File: config.mk
export PLATFORM = sky130hd
export DESIGN_NAME = pipe_irq_ctrl
export DESIGN_NICKNAME = d
export VERILOG_FILES = /design/src/rtl/pic_pkg.sv /design/src/rtl/pic_fetch_pc.sv /design/src/rtl/pic_stage_chain.sv /design/src/rtl/pic_resume_pick.sv /design/src/rtl/pipe_irq_ctrl.sv
export SDC_FILE = /design/constraint.sdc
export NUM_CORES = 1
export LEC_CHECK = 0
export BUFFER_PORTS_ARGS = -buffer_cell sky130_fd_sc_hd__buf_2
export CAP_MARGIN = 20
export CORE_ASPECT_RATIO = 0.8
export CORE_UTILIZATION = 44
export CTS_CLUSTER_SIZE = 24
export DETAILED_ROUTE_END_ITERATION = 16
export GPL_TIMING_DRIVEN = 0
export SLEW_MARGIN = 20
export SYNTH_ARGS = -nofsm -noshare
export SYNTH_HDL_FRONTEND = slang
export SYNTH_SLANG_ARGS = --single-unit
File: constraint.sdc
create_clock -name clk -period 6.67 [get_ports clk]
set_input_delay 0.667 -clock clk [delete_from_list [all_inputs] [get_ports clk]]
set_output_delay 0.667 -clock clk [all_outputs]
set_load 0.01 [all_outputs]
File: src/rtl/pic_pkg.sv
package pic_pkg;
  localparam int PIC_STAGES = 5;
  localparam int ST_IF = 0;
  localparam int ST_EX = 3;
  localparam int ST_WB = 4;

  // what the fetch counter does at the next edge
  typedef enum logic [1:0] {
    FSEL_HOLD    = 2'd0,
    FSEL_SEQ     = 2'd1,
    FSEL_HANDLER = 2'd2,
    FSEL_RESUME  = 2'd3
  } pic_fsel_e;
endpackage

File: src/rtl/pic_fetch_pc.sv
module pic_fetch_pc
  import pic_pkg::*;
#(
  parameter int ADDR_W = 16,
  parameter logic [ADDR_W-1:0] HANDLER_BASE = '0
) (
  input  logic              clk,
  input  logic              rst,
  input  pic_fsel_e         sel,
  input  logic [ADDR_W-1:0] resume_addr,
  output logic [ADDR_W-1:0] pc_o
);
  function automatic logic [ADDR_W-1:0] seq_next(input logic [ADDR_W-1:0] a);
    return a + ADDR_W'(1);
  endfunction

  always_ff @(posedge clk) begin
    if (rst) begin
      pc_o <= '0;
    end else begin
      unique case (sel)
        FSEL_SEQ:     pc_o <= seq_next(pc_o);
        FSEL_HANDLER: pc_o <= HANDLER_BASE;
        FSEL_RESUME:  pc_o <= resume_addr;
        default:      pc_o <= pc_o;
      endcase
    end
  end
endmodule

File: src/rtl/pic_stage_chain.sv
module pic_stage_chain
  import pic_pkg::*;
#(
  parameter int ADDR_W = 16
) (
  input  logic                         clk,
  input  logic                         rst,
  input  logic                         advance,
  input  logic                         squash,
  input  logic [ADDR_W-1:0]            in_addr,
  output logic [PIC_STAGES-1:0]        valid_o,
  output logic [PIC_STAGES*ADDR_W-1:0] addr_o
);
  logic [PIC_STAGES-1:0]   v_q;
  logic [ADDR_W-1:0]       a_q [PIC_STAGES];

  for (genvar s = 0; s < PIC_STAGES; s++) begin : g_stage
    logic              src_v;
    logic [ADDR_W-1:0] src_a;
    if (s == ST_IF) begin : g_head
      assign src_v = 1'b1;
      assign src_a = in_addr;
    end else begin : g_body
      assign src_v = v_q[s-1];
      assign src_a = a_q[s-1];
    end

    always_ff @(posedge clk) begin
      if (rst || squash) begin
        v_q[s] <= 1'b0;
      end else if (advance) begin
        v_q[s] <= src_v;
        a_q[s] <= src_a;
      end
    end

    assign addr_o[s*ADDR_W +: ADDR_W] = a_q[s];
  end

  assign valid_o = v_q;
endmodule

File: src/rtl/pic_resume_pick.sv
module pic_resume_pick
  import pic_pkg::*;
#(
  parameter int ADDR_W = 16
) (
  input  logic [PIC_STAGES-1:0]        valid_i,
  input  logic [PIC_STAGES*ADDR_W-1:0] addr_i,
  input  logic [ADDR_W-1:0]            pc_i,
  output logic [ADDR_W-1:0]            resume_o
);
  // write-back valid: next in sequence; else oldest squashed; else fetch pc
  function automatic logic [ADDR_W-1:0] pick(
    input logic [PIC_STAGES-1:0]        v,
    input logic [PIC_STAGES*ADDR_W-1:0] a,
    input logic [ADDR_W-1:0]            pc
  );
    logic [ADDR_W-1:0] r;
    r = pc;
    for (int s = ST_IF; s <= ST_EX; s++) begin
      if (v[s]) r = a[s*ADDR_W +: ADDR_W];
    end
    if (v[ST_WB]) r = a[ST_WB*ADDR_W +: ADDR_W] + ADDR_W'(1);
    return r;
  endfunction

  assign resume_o = pick(valid_i, addr_i, pc_i);
endmodule

File: src/rtl/pipe_irq_ctrl.sv
module pipe_irq_ctrl
  import pic_pkg::*;
#(
  parameter int ADDR_W = 16,
  parameter logic [ADDR_W-1:0] HANDLER_BASE = 16'h0200
) (
  input  logic                  clk,
  input  logic                  rst,
  input  logic                  stall_i,
  input  logic                  irq_i,
  input  logic                  rfi_i,
  output logic [ADDR_W-1:0]     fetch_addr_o,
  output logic [PIC_STAGES-1:0] stage_valid_o,
  output logic                  retire_o,
  output logic [ADDR_W-1:0]     retire_addr_o,
  output logic                  in_handler_o,
  output logic [ADDR_W-1:0]     saved_addr_o
);
  // named events
  logic take_w;
  logic ret_w;
  logic redirect_w;
  logic advance_w;

  logic                         in_handler_q;
  logic [ADDR_W-1:0]            saved_q;
  logic [ADDR_W-1:0]            pc_w;
  logic [ADDR_W-1:0]            resume_w;
  logic [PIC_STAGES-1:0]        valid_w;
  logic [PIC_STAGES*ADDR_W-1:0] addr_w;
  pic_fsel_e                    fsel_w;

  assign ret_w      = rfi_i & in_handler_q;
  assign take_w     = irq_i & ~in_handler_q;
  assign redirect_w = take_w | ret_w;
  assign advance_w  = ~stall_i & ~redirect_w;

  always_comb begin
    if (take_w)         fsel_w = FSEL_HANDLER;
    else if (ret_w)     fsel_w = FSEL_RESUME;
    else if (advance_w) fsel_w = FSEL_SEQ;
    else                fsel_w = FSEL_HOLD;
  end

  pic_fetch_pc #(.ADDR_W(ADDR_W), .HANDLER_BASE(HANDLER_BASE)) u_pc (
    .clk         (clk),
    .rst         (rst),
    .sel         (fsel_w),
    .resume_addr (saved_q),
    .pc_o        (pc_w)
  );

  pic_stage_chain #(.ADDR_W(ADDR_W)) u_chain (
    .clk     (clk),
    .rst     (rst),
    .advance (advance_w),
    .squash  (redirect_w),
    .in_addr (pc_w),
    .valid_o (valid_w),
    .addr_o  (addr_w)
  );

  pic_resume_pick #(.ADDR_W(ADDR_W)) u_pick (
    .valid_i  (valid_w),
    .addr_i   (addr_w),
    .pc_i     (pc_w),
    .resume_o (resume_w)
  );

  always_ff @(posedge clk) begin
    if (rst) begin
      in_handler_q <= 1'b0;
      saved_q      <= '0;
    end else if (take_w) begin
      in_handler_q <= 1'b1;
      saved_q      <= resume_w;
    end else if (ret_w) begin
      in_handler_q <= 1'b0;
    end
  end

  assign fetch_addr_o  = pc_w;
  assign stage_valid_o = valid_w;
  assign retire_o      = valid_w[ST_WB] & (~stall_i | redirect_w);
  assign retire_addr_o = addr_w[ST_WB*ADDR_W +: ADDR_W];
  assign in_handler_o  = in_handler_q;
  assign saved_addr_o  = saved_q;
endmodule

======== After elaboration in Yosys (flattened, before gate mapping) ========
Memories as Yosys holds them, arrays and structs flattened.
Index checks and enable logic that the tools add are counted.
storage, ports and cells
  memories ................................ 1
  input bits .............................. 5
  RAM bits ................................ 80
  output and inout port bits .............. 55
  word-level logic and storage cells ...... 40
  bits in registers ....................... 38
operators by class
  add/subtract/negate cells ............... 2
  reductions and logical operators ........ 3
  bitwise gates (word level) .............. 9
  multiplexer cells ....................... 14
  eq/ne operators ......................... 3
memories
  memory       words  width  read ports  clocked after Yosys merged registers in  wr ports  line                   text
  u_chain.a_q  5      16     5           0                                        5         pic_stage_chain.sv:15  logic [ADDR_W-1:0] a_q [PIC_STAGES];
operators by type and width
  kind                                                                    number
  16-bit two-way mux                                                      5
  16-bit case mux with 3 select lines                                     1
  16-bit by 1-bit adder with 16-bit output (second input constant)        2
  1-bit two-way mux                                                       6
  1-bit bitwise AND                                                       4
  2-bit equality test (second input constant)                             2
  2-bit two-way mux                                                       2
  1-bit NOT                                                               3
  3-bit nonzero test                                                      1
  2-bit by 1-bit equality test with 1-bit output (second input constant)  1
  1-bit bitwise OR                                                        2
  2-bit nonzero test                                                      1
  1-bit logical OR                                                        1

======== Logic depth before layout (Yosys ltp) ========
Gate-level depths: netlist (run 1).
  word-level depth ........................ 10
  depth in mapped cells ................... 7
  depth with buffers taken out ............ 6

======== Hierarchy ========
From an unflattened synthesis (run 1), not the netlist that was laid out.
second synthesis, totals
  cells, all modules ...................... 450
  area, all modules ....................... 5281.3 um^2
modules (own cells, without submodules)
  module           times used  sequential area each (um^2)  cells an instance  area an instance (um^2)
  pic_stage_chain  1           2502.4                       101                2620.0
  pic_resume_pick  1           0.0                          162                1102.3
  pic_fetch_pc     1           320.3                        105                913.4
  pipe_irq_ctrl    1           340.3                        82                 645.6

======== Least setup slack after synthesis (run 1) ========
Ideal clock, no wire load.
  path kind ............................... input-to-reg
  start point ............................. input rfi_i
  end point ............................... memory u_chain.a_q[0][0] (enable)
  library setup time ...................... 0.519 ns
  slack ................................... 1.404 ns
  stages on the path ...................... 6
  data required time ...................... 6.151 ns
  arrival time ............................ 4.748 ns
  path through ............................ and2_1 buf_2 nor2_2 nand2_1 buf_2 nor2_1
RTL lines
  item             line                   text
  start, declared  pipe_irq_ctrl.sv:11    input logic rfi_i,
  end, declared    pic_stage_chain.sv:15

==> impl_results.html, run 1 <==
<table>
<tr><th>Metric</th><th>Value</th></tr>
<tr><th colspan="2">Die</th></tr>
<tr><td>Chip height</td><td>101 um</td></tr>
<tr><td>Number of standard-cell rows in the floorplan</td><td>35</td></tr>
<tr><td>Core area</td><td>11700 sq um</td></tr>
<tr><td>Starting utilization of the core area</td><td>45.9%</td></tr>
<tr><td>Die area</td><td>12600 sq um</td></tr>
<tr><td>Ports</td><td>60</td></tr>
<tr><td>Die outline width</td><td>125 um</td></tr>
<tr><th colspan="2">Global route</th></tr>
<tr><td>Initial antenna violation count</td><td>0</td></tr>
<tr><td>Pin count of the biggest net entering global routing</td><td>25</td></tr>
<tr><td>GRT Residual Overflow</td><td>0</td></tr>
<tr><td>Global-route wire length before repair</td><td>22400 um</td></tr>
<tr><td>Vias in the first global route</td><td>3820</td></tr>
<tr><td>Global Route Usage Sum</td><td>24.1%</td></tr>
<tr><th colspan="2">Logic synthesis</th></tr>
<tr><td>Net count after synthesis</td><td>470</td></tr>
<tr><td>Async set-reset flop share out of synthesis</td><td>0%</td></tr>
<tr><td>Mean Syn Cell Area</td><td>11.6 sq um</td></tr>
<tr><td>Number of synthesized register bits</td><td>118</td></tr>
<tr><td>Sequential cell area fraction in the yosys report</td><td>59.0%</td></tr>
<tr><td>Count of yosys warnings during synthesis</td><td>0</td></tr>
<tr><td>Primary flip-flop cell chosen by synthesis mapping</td><td>edfxtp_1</td></tr>
<tr><td>Number of distinct library cells after synthesis</td><td>62</td></tr>
<tr><td>Gate count of the mapped netlist</td><td>463</td></tr>
<tr><td>Synthesized area</td><td>5360 sq um</td></tr>
<tr><td>Number of enable-type register cells in the synthesized netlist</td><td>80</td></tr>
<tr><th colspan="2">Setup path</th></tr>
<tr><td>Setup Crit Path Kind</td><td>input pin to flop</td></tr>
<tr><td>Endpoint class of the critical path</td><td>flop</td></tr>
<tr><td>Required time of the critical path</td><td>6.78 ns</td></tr>
<tr><td>Setup crit start kind</td><td>input pin</td></tr>
<tr><td>Worst-path maximum fanout</td><td>24</td></tr>
<tr><td>Arrival time worst endpoint</td><td>2.91 ns</td></tr>
<tr><th colspan="2">Timing</th></tr>
<tr><td>RSZ-0062 raised after global routing</td><td>false</td></tr>
<tr><td>Final setup slack of the worst path</td><td>3.87 ns</td></tr>
<tr><td>Max-Slew Margin vs Limit</td><td>52.7%</td></tr>
<tr><td>Number of max-slew violations in the final report</td><td>0</td></tr>
<tr><td>Post-layout minimum cycle time</td><td>2.80 ns</td></tr>
<tr><td>Transition time of the tightest slew-check pin</td><td>0.709 ns</td></tr>
<tr><td>Final worst-path cycle share</td><td>42.0%</td></tr>
<tr><td>Max Clock Skew</td><td>0.00894 ns</td></tr>
<tr><td>Fmax</td><td>0.357 GHz</td></tr>
<tr><td>Final setup violation count</td><td>0</td></tr>
<tr><td>Final count of hold timing violations</td><td>0</td></tr>
<tr><th colspan="2">Worst hold path</th></tr>
<tr><td>Class of the worst hold path</td><td>flop to flop</td></tr>
<tr><th colspan="2">Clock network</th></tr>
<tr><td>Count of hold-fix buffers inserted at cts</td><td>0</td></tr>
<tr><td>Clock latency on the worst-skew pair</td><td>0.41 ns</td></tr>
<tr><td>Root Buffer</td><td>clkbuf_16</td></tr>
<tr><td>Inserted Clock Buffers</td><td>17</td></tr>
<tr><td>Quantity of gates resized following cts</td><td>0</td></tr>
<tr><td>Clock transition at the register clock pins on the worst setup and hold paths after CTS</td><td>0.06 ns</td></tr>
<tr><td>Setup Fix Bufs, Post-CTS</td><td>0</td></tr>
<tr><td>TritonCTS clock tree</td><td>built</td></tr>
<tr><td>Clock buffer depth</td><td>2</td></tr>
<tr><td>CTS sink cnt</td><td>118</td></tr>
<tr><td>Clock H-tree levels</td><td>4</td></tr>
<tr><th colspan="2">Finish</th></tr>
<tr><td>Filler cell count in the final layout</td><td>1009</td></tr>
<tr><td>Relative area change from synthesis to final layout</td><td>21.5%</td></tr>
<tr><td>Diodes inserted</td><td>0</td></tr>
<tr><td>Count of nets after finishing</td><td>551</td></tr>
<tr><td>Commonest cells after routing, fill and taps aside</td><td>edfxtp_1 (80), buf_2 (68), nand2_1 (40)</td></tr>
<tr><td>Share of final-layout standard cells stronger than drive strength 1</td><td>26.4%</td></tr>
<tr><td>Most common library cell in the layout ignoring fill and taps</td><td>edfxtp_1</td></tr>
<tr><td>Number of cells in the finished layout apart from fillers</td><td>705</td></tr>
<tr><th colspan="2">Placement</th></tr>
<tr><td>Number of buffers inserted by port buffering</td><td>59</td></tr>
<tr><td>Detail Placement HPWL</td><td>10300 um</td></tr>
<tr><td>Pre-CTS setup slack</td><td>3.44 ns</td></tr>
<tr><td># placed instances</td><td>673</td></tr>
<tr><td>Routability congestion estimate from global placement</td><td>0.880</td></tr>
<tr><th colspan="2">Power</th></tr>
<tr><td>Post-layout total power</td><td>1.86 mW</td></tr>
<tr><td>Switching Fraction</td><td>22.6%</td></tr>
<tr><td>Worst IR drop on VDD</td><td>0.164 mV</td></tr>
<tr><td>Power density cells</td><td>285 nW/um^2</td></tr>
<tr><td>P_int</td><td>1.44 mW</td></tr>
<tr><td>Combinational Power Share</td><td>6.2%</td></tr>
<tr><td>Clock group share of total power</td><td>49.0%</td></tr>
<tr><td>Part of the power in registers</td><td>44.8%</td></tr>
<tr><td>P_sw</td><td>0.420 mW</td></tr>
<tr><td>Leakage power</td><td>2.43 nW</td></tr>
<tr><th colspan="2">Drt</th></tr>
<tr><td>Number of design rule violations left after detail routing</td><td>4</td></tr>
<tr><td>Total routed wirelength</td><td>14400 um</td></tr>
<tr><td>Detailed-route via count</td><td>4085</td></tr>
<tr><td>Number of nets with antenna violations after routing</td><td>0</td></tr>
<tr><td>Detailed Routing Iterations Pass 1</td><td>13</td></tr>
<tr><td>Mean routed wirelength per cell</td><td>20.4 um</td></tr>
<tr><td>Number of DRC markers in iteration 0</td><td>435</td></tr>
<tr><td>Detail-routed via count per cell</td><td>5.79</td></tr>
<tr><th colspan="2">Status</th></tr>
<tr><td>Violated checks</td><td>DRC</td></tr>
<tr><td>Run status</td><td>finished with violations</td></tr>
<tr><th colspan="2">Job</th></tr>
<tr><td>Max-cap violations</td><td>0</td></tr>
</table>
cell type report:
class                      count  area (sq um)  area share [%]
clock buffer                  18           429            6.59
clock inverter                14           161            2.48
inverter                      10          37.5           0.576
buffer                        44           274            4.21
multi-input combinational    291          1900            29.1
timing repair buffer          62           370            5.68
tap                          148           185            2.84
sequential                   118          3160            48.5
cell usage after synthesis, drive strengths merged (3+ instances only):
cell     instances  area, sq um
mux2             8         90.1
o21ai           30          154
a21oi           35          175
o22ai            9         56.3
a211o            3         26.3
a2111oi          4         66.3
a211oi           3         22.5
nor2            26          100
nor4             3         25.0
mux2i           19          190
a22oi            4         30.0
a221oi           4         35.0
and2             4         25.0
nand3            8         40.0
dfxtp           38          761
and4             4         37.5
edfxtp          80         2400
nor3            13         65.1
nand2           41          161
nand2b           4         25.0
nand4            9         56.3
xor2             7         61.3
clkbuf          12         45.0
and3             6         38.8
xnor2           11         96.3
inv             10         37.5
a22o             3         26.3
buf             32          229
a31oi            7         43.8
nor2b            4         27.5
metrics by stage:
step	area, sq um	hold WS (ns)	setup TNS, ns	utilization, %
2_1_floorplan	5360	0.417	0	-
3_3_place_gp	5840	0.423	-26.95	50.0
3_5_place_dp	5930	0.429	0	50.7
4_1_cts	6520	0.441	0	55.7
5_1_grt	6520	0.450	0	55.7
6_report	6520	0.442	0	55.7
per-layer routing:
| layer | up-vias | track usage (%) | wire (um) |
|---|---|---|---|
| li1 | 1887 | - | - |
| met4 | 0 | 8.35 | 260 |
| met1 | 1975 | 35.1 | 6820 |
| met3 | 25 | 5.52 | 1200 |
| met2 | 198 | 35.2 | 6110 |
| met5 | - | 0 | 0 |
power by group through the flow:
stage / clock, mW / sequential, mW / combinational [mW]
after floorplan: 0 / 0.842 / 0.0690
after global placement: 0 / 0.849 / 0.106
after detailed placement: 0 / 0.846 / 0.113
after CTS: 0.913 / 0.831 / 0.114
after global routing: 0.951 / 0.834 / 0.124
final: 0.909 / 0.831 / 0.114
critical path, cell delays in order:
cell	delay, ns
buf_2	0.10
and2_1	0.14
buf_2	0.16
nor2_2	0.29
nand2_1	0.11
buf_2	0.22
nor2_4	0.57
buf_12	0.27
buf_16	0.18
buf_16	0.17
sequential cells by signal, summed over array words and instances, names as in the netlist:
name / count
in_handler_o: 1
saved_addr_o: 16
u_chain.a_q: 80
u_chain.g_stage.src_v: 4
u_chain.valid_o: 1
u_pc.pc_o: 16
worst paths after layout:
kind	from	endpoint	slack [ns]	cells after the start
worst max-delay path	rfi_i	u_chain.a_q[0][21]$_DFFE_PP_	3.87	10
worst min-delay path	u_chain.a_q[0][7]$_DFFE_PP_	u_chain.a_q[0][23]$_DFFE_PP_	0.44	0
worst max register to register	in_handler_o$_SDFFE_PP0P_	u_chain.a_q[0][21]$_DFFE_PP_	3.88	9
worst min register to register	u_chain.a_q[0][7]$_DFFE_PP_	u_chain.a_q[0][23]$_DFFE_PP_	0.44	0
kinds of logic after synthesis:
family | synth area share (%)
flops | 59.0
compound gates | 14.1
fa+ha+maj | 0.467
simple gates | 12.5
buf+inv | 5.81
mux | 5.23
xor+xnor | 2.94
Power figures use the tool's default switching activity.
==> inputs of run 2 (changes only) <==
==> constraint.sdc (replaced) <==
create_clock -name clk -period 2.85 [get_ports clk]
set_input_delay 0.285 -clock clk [delete_from_list [all_inputs] [get_ports clk]]
set_output_delay 0.285 -clock clk [all_outputs]
set_load 0.01 [all_outputs]
==> run 2 against run 1 <==
The run now ends clean. Design area decreased by 0.31%. Critical path type is now flop to flop. Highest routed layer unchanged. Critical endpoint is now u_chain.a_q[0][69]$_DFFE_PP_. Via count decreased by 1.0%. Global-route usage decreased by 0.095 points. Final cell count unchanged. Hold slack got worse by 0.28 ns.
==> impl_results.html, run 2 (synthesis results as in run 1) <==
<table>
<tr><th>Metric</th><th>Value</th></tr>
<tr><th colspan="2">Die</th></tr>
<tr><td>Chip height</td><td>101 um</td></tr>
<tr><td>Number of standard-cell rows in the floorplan</td><td>35</td></tr>
<tr><td>Starting utilization of the core area</td><td>45.9%</td></tr>
<tr><td>Die area</td><td>12600 sq um</td></tr>
<tr><td>Core area</td><td>11700 sq um</td></tr>
<tr><td>Die outline width</td><td>125 um</td></tr>
<tr><td>Ports</td><td>60</td></tr>
<tr><th colspan="2">Worst hold path</th></tr>
<tr><td>Class of the worst hold path</td><td>input pin to flop</td></tr>
<tr><th colspan="2">Clock network</th></tr>
<tr><td>Clock latency on the worst-skew pair</td><td>0.41 ns</td></tr>
<tr><td>TritonCTS clock tree</td><td>built</td></tr>
<tr><td>CTS sink cnt</td><td>118</td></tr>
<tr><td>Quantity of gates resized following cts</td><td>0</td></tr>
<tr><td>Count of hold-fix buffers inserted at cts</td><td>0</td></tr>
<tr><td>Clock buffer depth</td><td>2</td></tr>
<tr><td>Clock H-tree levels</td><td>4</td></tr>
<tr><td>Root Buffer</td><td>clkbuf_16</td></tr>
<tr><td>Clock transition at the register clock pins on the worst setup and hold paths after CTS</td><td>0.05 ns</td></tr>
<tr><td>Setup Fix Bufs, Post-CTS</td><td>0</td></tr>
<tr><td>Inserted Clock Buffers</td><td>17</td></tr>
<tr><th colspan="2">Placement</th></tr>
<tr><td>Detail Placement HPWL</td><td>10300 um</td></tr>
<tr><td>Number of buffers inserted by port buffering</td><td>59</td></tr>
<tr><td># placed instances</td><td>673</td></tr>
<tr><td>Routability congestion estimate from global placement</td><td>0.857</td></tr>
<tr><td>Area after detailed placement</td><td>5920 sq um</td></tr>
<tr><th colspan="2">Drt</th></tr>
<tr><td>Number of nets with antenna violations after routing</td><td>0</td></tr>
<tr><td>Mean routed wirelength per cell</td><td>20.3 um</td></tr>
<tr><td>Total routed wirelength</td><td>14300 um</td></tr>
<tr><td>Top sig layer</td><td>met4</td></tr>
<tr><td>Number of DRC markers in iteration 0</td><td>317</td></tr>
<tr><td>Detail-routed via count per cell</td><td>5.73</td></tr>
<tr><td>Met1 Routed Length</td><td>6780 um</td></tr>
<tr><td>Sum of met3 wire segment lengths after detailed routing</td><td>1280 um</td></tr>
<tr><td>Number of design rule violations left after detail routing</td><td>0</td></tr>
<tr><td>Met2 routed wirelength</td><td>6040 um</td></tr>
<tr><td>Detailed Routing Iterations Pass 1</td><td>6</td></tr>
<tr><td>Detailed-route via count</td><td>4043</td></tr>
<tr><th colspan="2">Status</th></tr>
<tr><td>Run status</td><td>finished clean</td></tr>
<tr><th colspan="2">Power</th></tr>
<tr><td>Leakage power</td><td>2.43 nW</td></tr>
<tr><td>Clock group share of total power</td><td>48.3%</td></tr>
<tr><td>Worst IR drop on VDD</td><td>0.618 mV</td></tr>
<tr><td>Part of the power in registers</td><td>45.5%</td></tr>
<tr><td>Post-layout total power</td><td>4.28 mW</td></tr>
<tr><td>Combinational Power Share</td><td>6.3%</td></tr>
<tr><td>P_int</td><td>3.34 mW</td></tr>
<tr><td>Power density cells</td><td>659 nW/um^2</td></tr>
<tr><td>Switching Fraction</td><td>22.0%</td></tr>
<tr><td>P_sw</td><td>0.943 mW</td></tr>
<tr><th colspan="2">Timing</th></tr>
<tr><td>Max Clock Skew</td><td>0.00635 ns</td></tr>
<tr><td>Post-layout minimum cycle time</td><td>2.51 ns</td></tr>
<tr><td>Final setup violation count</td><td>0</td></tr>
<tr><td>RSZ-0062 raised after global routing</td><td>false</td></tr>
<tr><td>Worst Hold Margin</td><td>0.165 ns</td></tr>
<tr><td>Number of max-slew violations in the final report</td><td>0</td></tr>
<tr><td>Final worst-path cycle share</td><td>88.2%</td></tr>
<tr><td>Fmax</td><td>0.398 GHz</td></tr>
<tr><td>Max-Slew Margin vs Limit</td><td>55.7%</td></tr>
<tr><td>Transition time of the tightest slew-check pin</td><td>0.665 ns</td></tr>
<tr><td>Final count of hold timing violations</td><td>0</td></tr>
<tr><th colspan="2">Setup path</th></tr>
<tr><td>Cell class contributing the biggest share of worst-path delay</td><td>buffers and inverters</td></tr>
<tr><td>Cell with the largest stage delay on the worst path</td><td>dfxtp_1</td></tr>
<tr><td>Worst-path maximum fanout</td><td>27</td></tr>
<tr><td>Setup crit start kind</td><td>flop</td></tr>
<tr><td>Cell Chain, Critical Path</td><td>and2_1 &gt; buf_2 &gt; nor2_2 &gt; nand2_1 &gt; buf_2 &gt; nor2_4 &gt; buf_12 &gt; buf_12 &gt; buf_16</td></tr>
<tr><td>Setup Crit Path Kind</td><td>flop to flop</td></tr>
<tr><td>Endpoint class of the critical path</td><td>flop</td></tr>
<tr><td>Count of buffer and inverter cells on the critical path</td><td>5</td></tr>
<tr><td>Arrival time worst endpoint</td><td>2.62 ns</td></tr>
<tr><td>Required time of the critical path</td><td>2.96 ns</td></tr>
<tr><td>Crit-path max cell delay</td><td>0.35 ns</td></tr>
<tr><th colspan="2">Global route</th></tr>
<tr><td>GRT Residual Overflow</td><td>0</td></tr>
<tr><td>Vias in the first global route</td><td>3685</td></tr>
<tr><td>Pin count of the biggest net entering global routing</td><td>28</td></tr>
<tr><td>Global Route Usage Sum</td><td>24.0%</td></tr>
<tr><td>Global-route wire length before repair</td><td>22000 um</td></tr>
<tr><td>Initial antenna violation count</td><td>0</td></tr>
<tr><th colspan="2">Job</th></tr>
<tr><td>Max-cap violations</td><td>0</td></tr>
<tr><th colspan="2">Finish</th></tr>
<tr><td>Diodes inserted</td><td>0</td></tr>
<tr><td>Max reg flops</td><td>80</td></tr>
<tr><td>Largest register by flop count</td><td>u_chain.a_q</td></tr>
<tr><td>Commonest cells after routing, fill and taps aside</td><td>edfxtp_1 (80), buf_2 (68), nand2_1 (40)</td></tr>
<tr><td>Util after Layout</td><td>55.6%</td></tr>
<tr><td>Relative area change from synthesis to final layout</td><td>21.1%</td></tr>
<tr><td>Most common library cell in the layout ignoring fill and taps</td><td>edfxtp_1</td></tr>
<tr><td>Count of nets after finishing</td><td>551</td></tr>
<tr><td>Summed area of non-filler cells in the final layout</td><td>6500 sq um</td></tr>
<tr><td>Number of cells in the finished layout apart from fillers</td><td>705</td></tr>
<tr><td>Share of final-layout standard cells stronger than drive strength 1</td><td>26.2%</td></tr>
</table>
==> run 2: cell count changes in the layout (fill, tap and decap cells not counted), sizes merged <==
cell,delta
bufinv,-1
clkinv,-1
clkinvlp,-2
clkbuf,+4
==> run 2: metrics by stage <==
stage / setup TNS (ns) / setup WS, ns
5_1_grt: 0 / 0.214
3_5_place_dp: 0 / 0.295
3_3_place_gp: -46.29 / -0.589
6_report: 0 / 0.335
4_1_cts: 0 / 0.336
2_1_floorplan: 0 / 0.137
==> run 2: path summary, 6_finish.rpt <==
| check | start | to | slack, ns | cells after the start |
|---|---|---|---|---|
| worst max register to register | in_handler_o$_SDFFE_PP0P_ | u_chain.a_q[0][69]$_DFFE_PP_ | 0.34 | 9 |
| worst min register to register | u_chain.a_q[0][7]$_DFFE_PP_ | u_chain.a_q[0][23]$_DFFE_PP_ | 0.44 | 0 |
| worst min-delay path | irq_i | in_handler_o$_SDFFE_PP0P_ | 0.17 | 3 |
| worst max-delay path | in_handler_o$_SDFFE_PP0P_ | u_chain.a_q[0][69]$_DFFE_PP_ | 0.34 | 9 |
==> run 2: routing by layer <==
metal / vias to the layer above / global-route usage [%]
met3: 17 / 6.26
met1: 1938 / 34.9
met2: 197 / 34.4
met4: 0 / 8.54
li1: 1891 / -
met5: - / 0
==> run 2: tightest hold or removal path: stages <==
cell    delay [ns]
buf_2         0.11
nor2_1        0.08
nor3_1        0.05
==> run 2: power by group through the flow <==
stage,clock (mW),sequential (mW),combinational [mW]
finish,2.07,1.95,0.268
global placement,0,1.98,0.250
floorplan,0,1.97,0.163
detailed placement,0,1.98,0.264
global route,2.16,1.95,0.289
CTS,2.09,1.95,0.266
==> run 2: final cells by class <==
class	instances	area [sq um]
clock inverters	10	104
plain buffers	44	274
flip-flops and latches	118	3160
inverters	10	37.5
multi-input cells	291	1900
fillers	995	5200
repair buffers	62	363
well taps	148	185
clock buffers	22	474
